===== src/rtl/cbc_pkg.sv =====
package cbc_pkg;
  typedef enum logic [1:0] {
    SRC_OPEN = 2'd0,
    SRC_ROM  = 2'd1,
    SRC_RAM  = 2'd2
  } rd_src_e;

  typedef struct packed {
    logic [6:0] rom_bank;
    logic [1:0] aux;
    logic       mode;
    logic       ram_en;
  } ctl_s;

  localparam logic [3:0] RAM_KEY   = 4'hA;
  localparam int         ROM_OFS_W = 14;
  localparam int         RAM_OFS_W = 13;
endpackage


===== src/rtl/cbc_regs.sv =====
module cbc_regs
  import cbc_pkg::*;
(
  input  logic        clk,
  input  logic        rst,
  input  logic        wr_en,
  input  logic [1:0]  wr_sel,
  input  logic [7:0]  wr_data,
  input  logic        restore_en,
  input  logic [31:0] restore_data,
  output ctl_s        ctl
);
  logic unused_bits;
  assign unused_bits = ^{restore_data[7], restore_data[15:10], wr_data[7]};

  always_ff @(posedge clk) begin
    if (rst) begin
      ctl <= '0;
    end else if (restore_en) begin
      ctl.rom_bank <= restore_data[6:0];
      ctl.aux      <= restore_data[9:8];
      ctl.mode     <= |restore_data[23:16];
      ctl.ram_en   <= |restore_data[31:24];
    end else if (wr_en) begin
      case (wr_sel)
        2'd0:    ctl.ram_en   <= (wr_data[3:0] == RAM_KEY);
        2'd1:    ctl.rom_bank <= wr_data[6:0];
        2'd2:    ctl.aux      <= wr_data[1:0];
        default: ctl.mode     <= wr_data[0];
      endcase
    end
  end
endmodule


===== src/rtl/cbc_map.sv =====
module cbc_map
  import cbc_pkg::*;
#(
  parameter int ROM_BANKS = 64,
  parameter int RAM_BANKS = 4,
  parameter bit HAS_RAM   = 1'b1,
  localparam int ROM_BW = (ROM_BANKS > 1) ? $clog2(ROM_BANKS) : 1,
  localparam int RAM_BW = (RAM_BANKS > 1) ? $clog2(RAM_BANKS) : 1,
  localparam int ROM_AW = ROM_BW + ROM_OFS_W,
  localparam int RAM_AW = RAM_BW + RAM_OFS_W
) (
  input  logic [15:0]       addr,
  input  ctl_s              ctl,
  output logic [ROM_AW-1:0] rom_addr,
  output logic [RAM_AW-1:0] ram_addr,
  output logic              in_rom,
  output logic              ram_ok
);
  logic [6:0]        base_bank;
  logic [6:0]        merged_bank;
  logic [ROM_BW-1:0] sw_bank;
  logic [RAM_BW-1:0] ram_bank;

  always_comb begin
    base_bank   = (ctl.rom_bank == 7'd0) ? 7'd1 : ctl.rom_bank;
    merged_bank = ctl.mode ? {ctl.aux, base_bank[4:0]} : base_bank;
  end

  generate
    if (ROM_BANKS > 1) begin : g_rom_wrap
      assign sw_bank = ROM_BW'(merged_bank);
    end else begin : g_rom_single
      logic unused_merged;
      assign unused_merged = ^merged_bank;
      assign sw_bank = '0;
    end

    if (RAM_BANKS > 1) begin : g_ram_wrap
      assign ram_bank = ctl.mode ? RAM_BW'(ctl.aux) : '0;
    end else begin : g_ram_single
      assign ram_bank = '0;
    end
  endgenerate

  assign rom_addr = {(addr[14] ? sw_bank : {ROM_BW{1'b0}}), addr[13:0]};
  assign ram_addr = {ram_bank, addr[12:0]};
  assign in_rom   = ~addr[15];
  assign ram_ok   = HAS_RAM && (addr[15:13] == 3'b101) && ctl.ram_en;
endmodule


===== src/rtl/cbc_bus.sv =====
module cbc_bus
  import cbc_pkg::*;
#(
  parameter int ROM_AW = 20,
  parameter int RAM_AW = 15
) (
  input  logic              clk,
  input  logic              rst,
  input  logic              rd,
  input  logic              wr,
  input  logic              in_rom,
  input  logic              ram_ok,
  input  logic [ROM_AW-1:0] rom_addr_d,
  input  logic [RAM_AW-1:0] ram_addr_d,
  input  logic [7:0]        wdata,
  input  logic [7:0]        rom_rdata,
  input  logic [7:0]        ram_rdata,
  output logic              rom_cs,
  output logic [ROM_AW-1:0] rom_addr,
  output logic              ram_cs,
  output logic              ram_we,
  output logic [RAM_AW-1:0] ram_addr,
  output logic [7:0]        ram_wdata,
  output logic [7:0]        cpu_rdata,
  output logic              cpu_rvalid
);
  rd_src_e src_q;
  logic    pend_q;

  always_ff @(posedge clk) begin
    if (rst) begin
      rom_cs     <= 1'b0;
      rom_addr   <= '0;
      ram_cs     <= 1'b0;
      ram_we     <= 1'b0;
      ram_addr   <= '0;
      ram_wdata  <= '0;
      cpu_rdata  <= 8'hFF;
      cpu_rvalid <= 1'b0;
      src_q      <= SRC_OPEN;
      pend_q     <= 1'b0;
    end else begin
      rom_cs <= rd && in_rom;
      ram_cs <= (rd || wr) && ram_ok;
      ram_we <= wr && ram_ok;
      if (rd && in_rom) rom_addr <= rom_addr_d;
      if ((rd || wr) && ram_ok) ram_addr <= ram_addr_d;
      if (wr) ram_wdata <= wdata;
      pend_q <= rd;
      if (rd) src_q <= in_rom ? SRC_ROM : (ram_ok ? SRC_RAM : SRC_OPEN);
      else    src_q <= SRC_OPEN;
      cpu_rvalid <= pend_q;
      if (pend_q) begin
        case (src_q)
          SRC_ROM: cpu_rdata <= rom_rdata;
          SRC_RAM: cpu_rdata <= ram_rdata;
          default: cpu_rdata <= 8'hFF;
        endcase
      end
    end
  end
endmodule


===== src/rtl/cart_bank_ctrl.sv =====
module cart_bank_ctrl
  import cbc_pkg::*;
#(
  parameter int ROM_BANKS = 64,
  parameter int RAM_BANKS = 4,
  parameter bit HAS_RAM   = 1'b1,
  localparam int ROM_AW = ((ROM_BANKS > 1) ? $clog2(ROM_BANKS) : 1) + ROM_OFS_W,
  localparam int RAM_AW = ((RAM_BANKS > 1) ? $clog2(RAM_BANKS) : 1) + RAM_OFS_W
) (
  input  logic              clk,
  input  logic              rst,
  input  logic [15:0]       cpu_addr,
  input  logic [7:0]        cpu_wdata,
  input  logic              cpu_wr,
  input  logic              cpu_rd,
  output logic [7:0]        cpu_rdata,
  output logic              cpu_rvalid,
  output logic [ROM_AW-1:0] rom_addr,
  output logic              rom_cs,
  input  logic [7:0]        rom_rdata,
  output logic [RAM_AW-1:0] ram_addr,
  output logic              ram_cs,
  output logic              ram_we,
  output logic [7:0]        ram_wdata,
  input  logic [7:0]        ram_rdata,
  output logic [31:0]       save_data,
  input  logic              restore_en,
  input  logic [31:0]       restore_data
);
  ctl_s              ctl;
  logic              rd_req;
  logic              reg_wr;
  logic              in_rom;
  logic              ram_ok;
  logic [ROM_AW-1:0] rom_addr_d;
  logic [RAM_AW-1:0] ram_addr_d;

  assign rd_req = cpu_rd && !cpu_wr;
  assign reg_wr = cpu_wr && !cpu_addr[15];

  cbc_regs i_regs (
    .clk          (clk),
    .rst          (rst),
    .wr_en        (reg_wr),
    .wr_sel       (cpu_addr[14:13]),
    .wr_data      (cpu_wdata),
    .restore_en   (restore_en),
    .restore_data (restore_data),
    .ctl          (ctl)
  );

  cbc_map #(
    .ROM_BANKS (ROM_BANKS),
    .RAM_BANKS (RAM_BANKS),
    .HAS_RAM   (HAS_RAM)
  ) i_map (
    .addr     (cpu_addr),
    .ctl      (ctl),
    .rom_addr (rom_addr_d),
    .ram_addr (ram_addr_d),
    .in_rom   (in_rom),
    .ram_ok   (ram_ok)
  );

  cbc_bus #(
    .ROM_AW (ROM_AW),
    .RAM_AW (RAM_AW)
  ) i_bus (
    .clk        (clk),
    .rst        (rst),
    .rd         (rd_req),
    .wr         (cpu_wr),
    .in_rom     (in_rom),
    .ram_ok     (ram_ok),
    .rom_addr_d (rom_addr_d),
    .ram_addr_d (ram_addr_d),
    .wdata      (cpu_wdata),
    .rom_rdata  (rom_rdata),
    .ram_rdata  (ram_rdata),
    .rom_cs     (rom_cs),
    .rom_addr   (rom_addr),
    .ram_cs     (ram_cs),
    .ram_we     (ram_we),
    .ram_addr   (ram_addr),
    .ram_wdata  (ram_wdata),
    .cpu_rdata  (cpu_rdata),
    .cpu_rvalid (cpu_rvalid)
  );

  assign save_data = {7'd0, ctl.ram_en, 7'd0, ctl.mode, 6'd0, ctl.aux, 1'b0, ctl.rom_bank};
endmodule


===== config.mk =====
export PLATFORM = sky130hd
export DESIGN_NAME = cart_bank_ctrl
export DESIGN_NICKNAME = d
export VERILOG_FILES = /design/src/rtl/cbc_pkg.sv /design/src/rtl/cbc_regs.sv /design/src/rtl/cbc_map.sv /design/src/rtl/cbc_bus.sv /design/src/rtl/cart_bank_ctrl.sv
export SDC_FILE = /design/constraint.sdc
export NUM_CORES = 1
export LEC_CHECK = 0
export BUFFER_PORTS_ARGS = -buffer_cell sky130_fd_sc_hd__buf_2
export CAP_MARGIN = 15
export CORE_UTILIZATION = 50
export CTS_CLUSTER_DIAMETER = 120
export DETAILED_ROUTE_END_ITERATION = 6
export PLACE_DENSITY_LB_ADDON = 0.08
export RECOVER_POWER = 100
export SLEW_MARGIN = 30
export SYNTH_ARGS = -nofsm -noshare
export SYNTH_HDL_FRONTEND = slang
export SYNTH_HIERARCHICAL = 1
export SYNTH_SLANG_ARGS = --single-unit

===== constraint.sdc =====
create_clock -name clk -period 3.5 [get_ports clk]
set_clock_uncertainty 0.1 [all_clocks]
set_input_delay 0.7 -clock clk [delete_from_list [all_inputs] [get_ports clk]]
set_output_delay 0.7 -clock clk [all_outputs]
set_load 0.02 [all_outputs]

==> out/summary.txt <==
Post-CTS Setup Repair Bufs -> 0
Core area -> 0.006495 mm²
Post-DP HPWL -> 5248 µm
Critical path's most frequent cell -> clkbuf_1
Synth Area in Compound Gates -> 14.97%
Crit path largest cell delay -> 1.01 ns
Largest net degree at the start of global routing -> 45
Filler cell count -> 659
Main combinational cell family by area after synthesis -> simple AND/OR/NAND/NOR gates
Clock period minus worst slack -> 2.665 ns
Area grow syn2layout -> 14.71%
Top-area cell type share of the netlist area -> 40.10%
Vias per cell -> 5.040
I/O pins -> 164
CP max stage cell -> clkbuf_1
DR DRC count -> 0
CTS max path bufs -> 2
Critical Path AT -> 2.78 ns
Predominant post-synthesis flop cell -> dfxtp_1
Synth cell types -> 38
Xor-xnor portion of the synthesized cell area -> 0%
Nets -> 548
Die width -> 85 µm
Cell row count -> 29
Sequential fraction of the synthesis area -> 40.10%
Share of cells above drive strength 1 -> 24.05%
Worst slew pin tran -> 1.416 ns
# Max-Cap Violations -> 0
Final Util -> 60.84%
Hold_buf cts -> 0
Leakage -> 1.652 nW
Seq cells post-synth -> 69
Crit-path cells -> clkbuf_1, clkbuf_1, nand2b_1, mux2i_1
Clock Pin Slew Worst Setup and Hold Paths -> 0.07 ns
DP Area -> 0.003817 mm²
1st-iter DRT viols -> 70
Worst-Skew Late Latency -> 0.34 ns
Crit-path max FO -> 31
Dominant cells by area after synthesis -> dfxtp_1 (40%), buf_4 (11%), mux2i_1 (9.6%), a21bo_2 (5.8%), nand2b_1 (5.4%)
Setup crit start kind -> input port
GP Congestion -> 0.7981
Area share of fa/ha/maj cells after synthesis -> 0.7265%
Async set-reset flop share out of synthesis -> 0%
Most frequent cells in the layout -> clkbuf_1 (70), dfxtp_1 (69), buf_2 (67)
Syn avg cell area -> 9.161 µm²
Status -> finished clean
PostCTS Resize Cnt -> 0
CTS root buffer -> clkbuf_8
GRT Total Usage -> 20.41%
# clock sinks -> 69
Synth warnings -> 6
Crit Path Category -> in -> reg
Hold Path Class -> reg -> reg
Power Density -> 449.8 mW/mm²
Gr ovfl total -> 0
Vias in the first global route -> 2531
Crit end category -> flop
Period utilization -> 76.15%
Synth Instances -> 376
Initial antenna violation count -> 0
Final wirelength -> 7348 µm
Cell taking the most area after synthesis -> dfxtp_1
CTS Buf Count -> 9
Full die area -> 0.007225 mm²
Cell area after layout -> 0.003951 mm²
Total power -> 0.001777 W
Vias -> 2777
CTS tree -> done
Fin. Hold Viols -> 0
Diodes inserted -> 0
Hold_ws -> 0.3726 ns
Antenna viol nets, final -> 0
Most common cell after layout, fill and taps aside -> clkbuf_1
Max IR drop VDD -> 0.0002661 V
Simple-Gate Fraction of Synth Area -> 18.89%
Global-route wire length before repair -> 11710 µm
Port buffer count -> 135
Slew Limit Fails -> 0
Die H -> 85 µm
Relative slew slack -> 5.596%
First-pass iteration count of the detailed router -> 6
Flop2flop setup slack -> 1.68 ns
Post-synth EDFFs -> 0
Mux share of post-synthesis cell area -> 9.590%
Average routed wire per standard cell -> 13.34 µm
RSZ-0062 raised after global routing -> false
Setup TNS -> 0 ns
Htree depth -> 3
Crit path required time -> 3.61 ns
Finish-stage setup viols -> 0
Initial Util -> 53.03%
Fmax -> 375.2 MHz
Cell Area, Synth -> 0.003445 mm²
[cell type report]
type,instances,area [µm²],area share [%]
Sequential cell,69,1381,34.96
Tap cell,77,96.34,2.438
Clock inverter,4,70.07,1.773
Timing Repair Buffer,140,624.3,15.80
Inverter,5,18.77,0.4750
Multi-Input combinational cell,244,1605,40.63
Clock buffer,12,155.1,3.927
[kinds of logic after synthesis]
kind of cell,Yosys count
mux,33
buf+inv,83
compound gates,72
fa+ha+maj,2
other cells,1
simple gates,116
flops,69
[power breakdown]
group	switching (W)	total (W)	internal, W
Clock	0.000287	0.000725	0.000438
Combinational	0.000140	0.000224	0.0000845
Sequential	0.0000180	0.000828	0.000810
Total	0.000445	0.00178	0.00133
[sequential cells by signal, summed over array words and instances (netlist names)]
register,flops
i_bus/ram_addr,15
i_bus/cpu_rdata,8
i_regs/ctl,11
i_bus/rom_cs,1
i_bus/ram_wdata,8
i_bus/cpu_rvalid,1
i_bus/src_q,2
i_bus/ram_we,1
i_bus/pend_q,1
i_bus/ram_cs,1
i_bus/rom_addr,20
[critical path: cells and delay by family]
| family | cells | cell delay [ns] |
|---|---|---|
| muxes | 1 | 0.07 |
| buffers and inverters | 2 | 1.79 |
| and+or+nand+nor | 1 | 0.20 |
[stage by stage]
step | std cells | setup slack (ns)
final | 551 | 0.8346
after floorplan | 396 | 1.741
after detailed placement | 535 | 1.130
after global placement | 535 | 1.177
after CTS | 551 | 1.497
after global routing | 551 | 0.6735
[cells in the mapped netlist, types with 2 or more instances]
master	number
ha_1	2
nor4_1	5
nor2_1	20
dfxtp_1	69
a21oi_1	29
o21a_1	2
inv_1	5
clkbuf_1	11
a31oi_1	7
buf_6	2
mux2i_1	33
nor3_1	9
and2_2	4
buf_1	2
nand3b_1	2
nor2b_1	5
buf_2	13
and2_1	2
nand3_1	21
nand2b_1	30
nand2_1	10
buf_4	49
a211oi_1	10
a21bo_2	20
[final timing paths]
kind | from | end | cells past startpoint
max | rst | i_bus/ram_addr[1] | 4
max reg2reg | i_regs/ctl[0] | i_bus/ram_addr[13] | 5
min | i_bus/ram_addr[2] | i_bus/ram_addr[2] | 2
min reg2reg | i_bus/ram_addr[2] | i_bus/ram_addr[2] | 2
[layer usage]
layer / vias to the layer above / global-route usage [%] / share of wire [%]
li1: 1406 / - / -
met1: 1268 / 25.21 / 46
met2: 97 / 33.36 / 46
met3: 6 / 7.490 / 7.0
met4: 0 / 6.009 / 1.0
met5: - / 0 / 0
(Power assumes the default switching activity.)
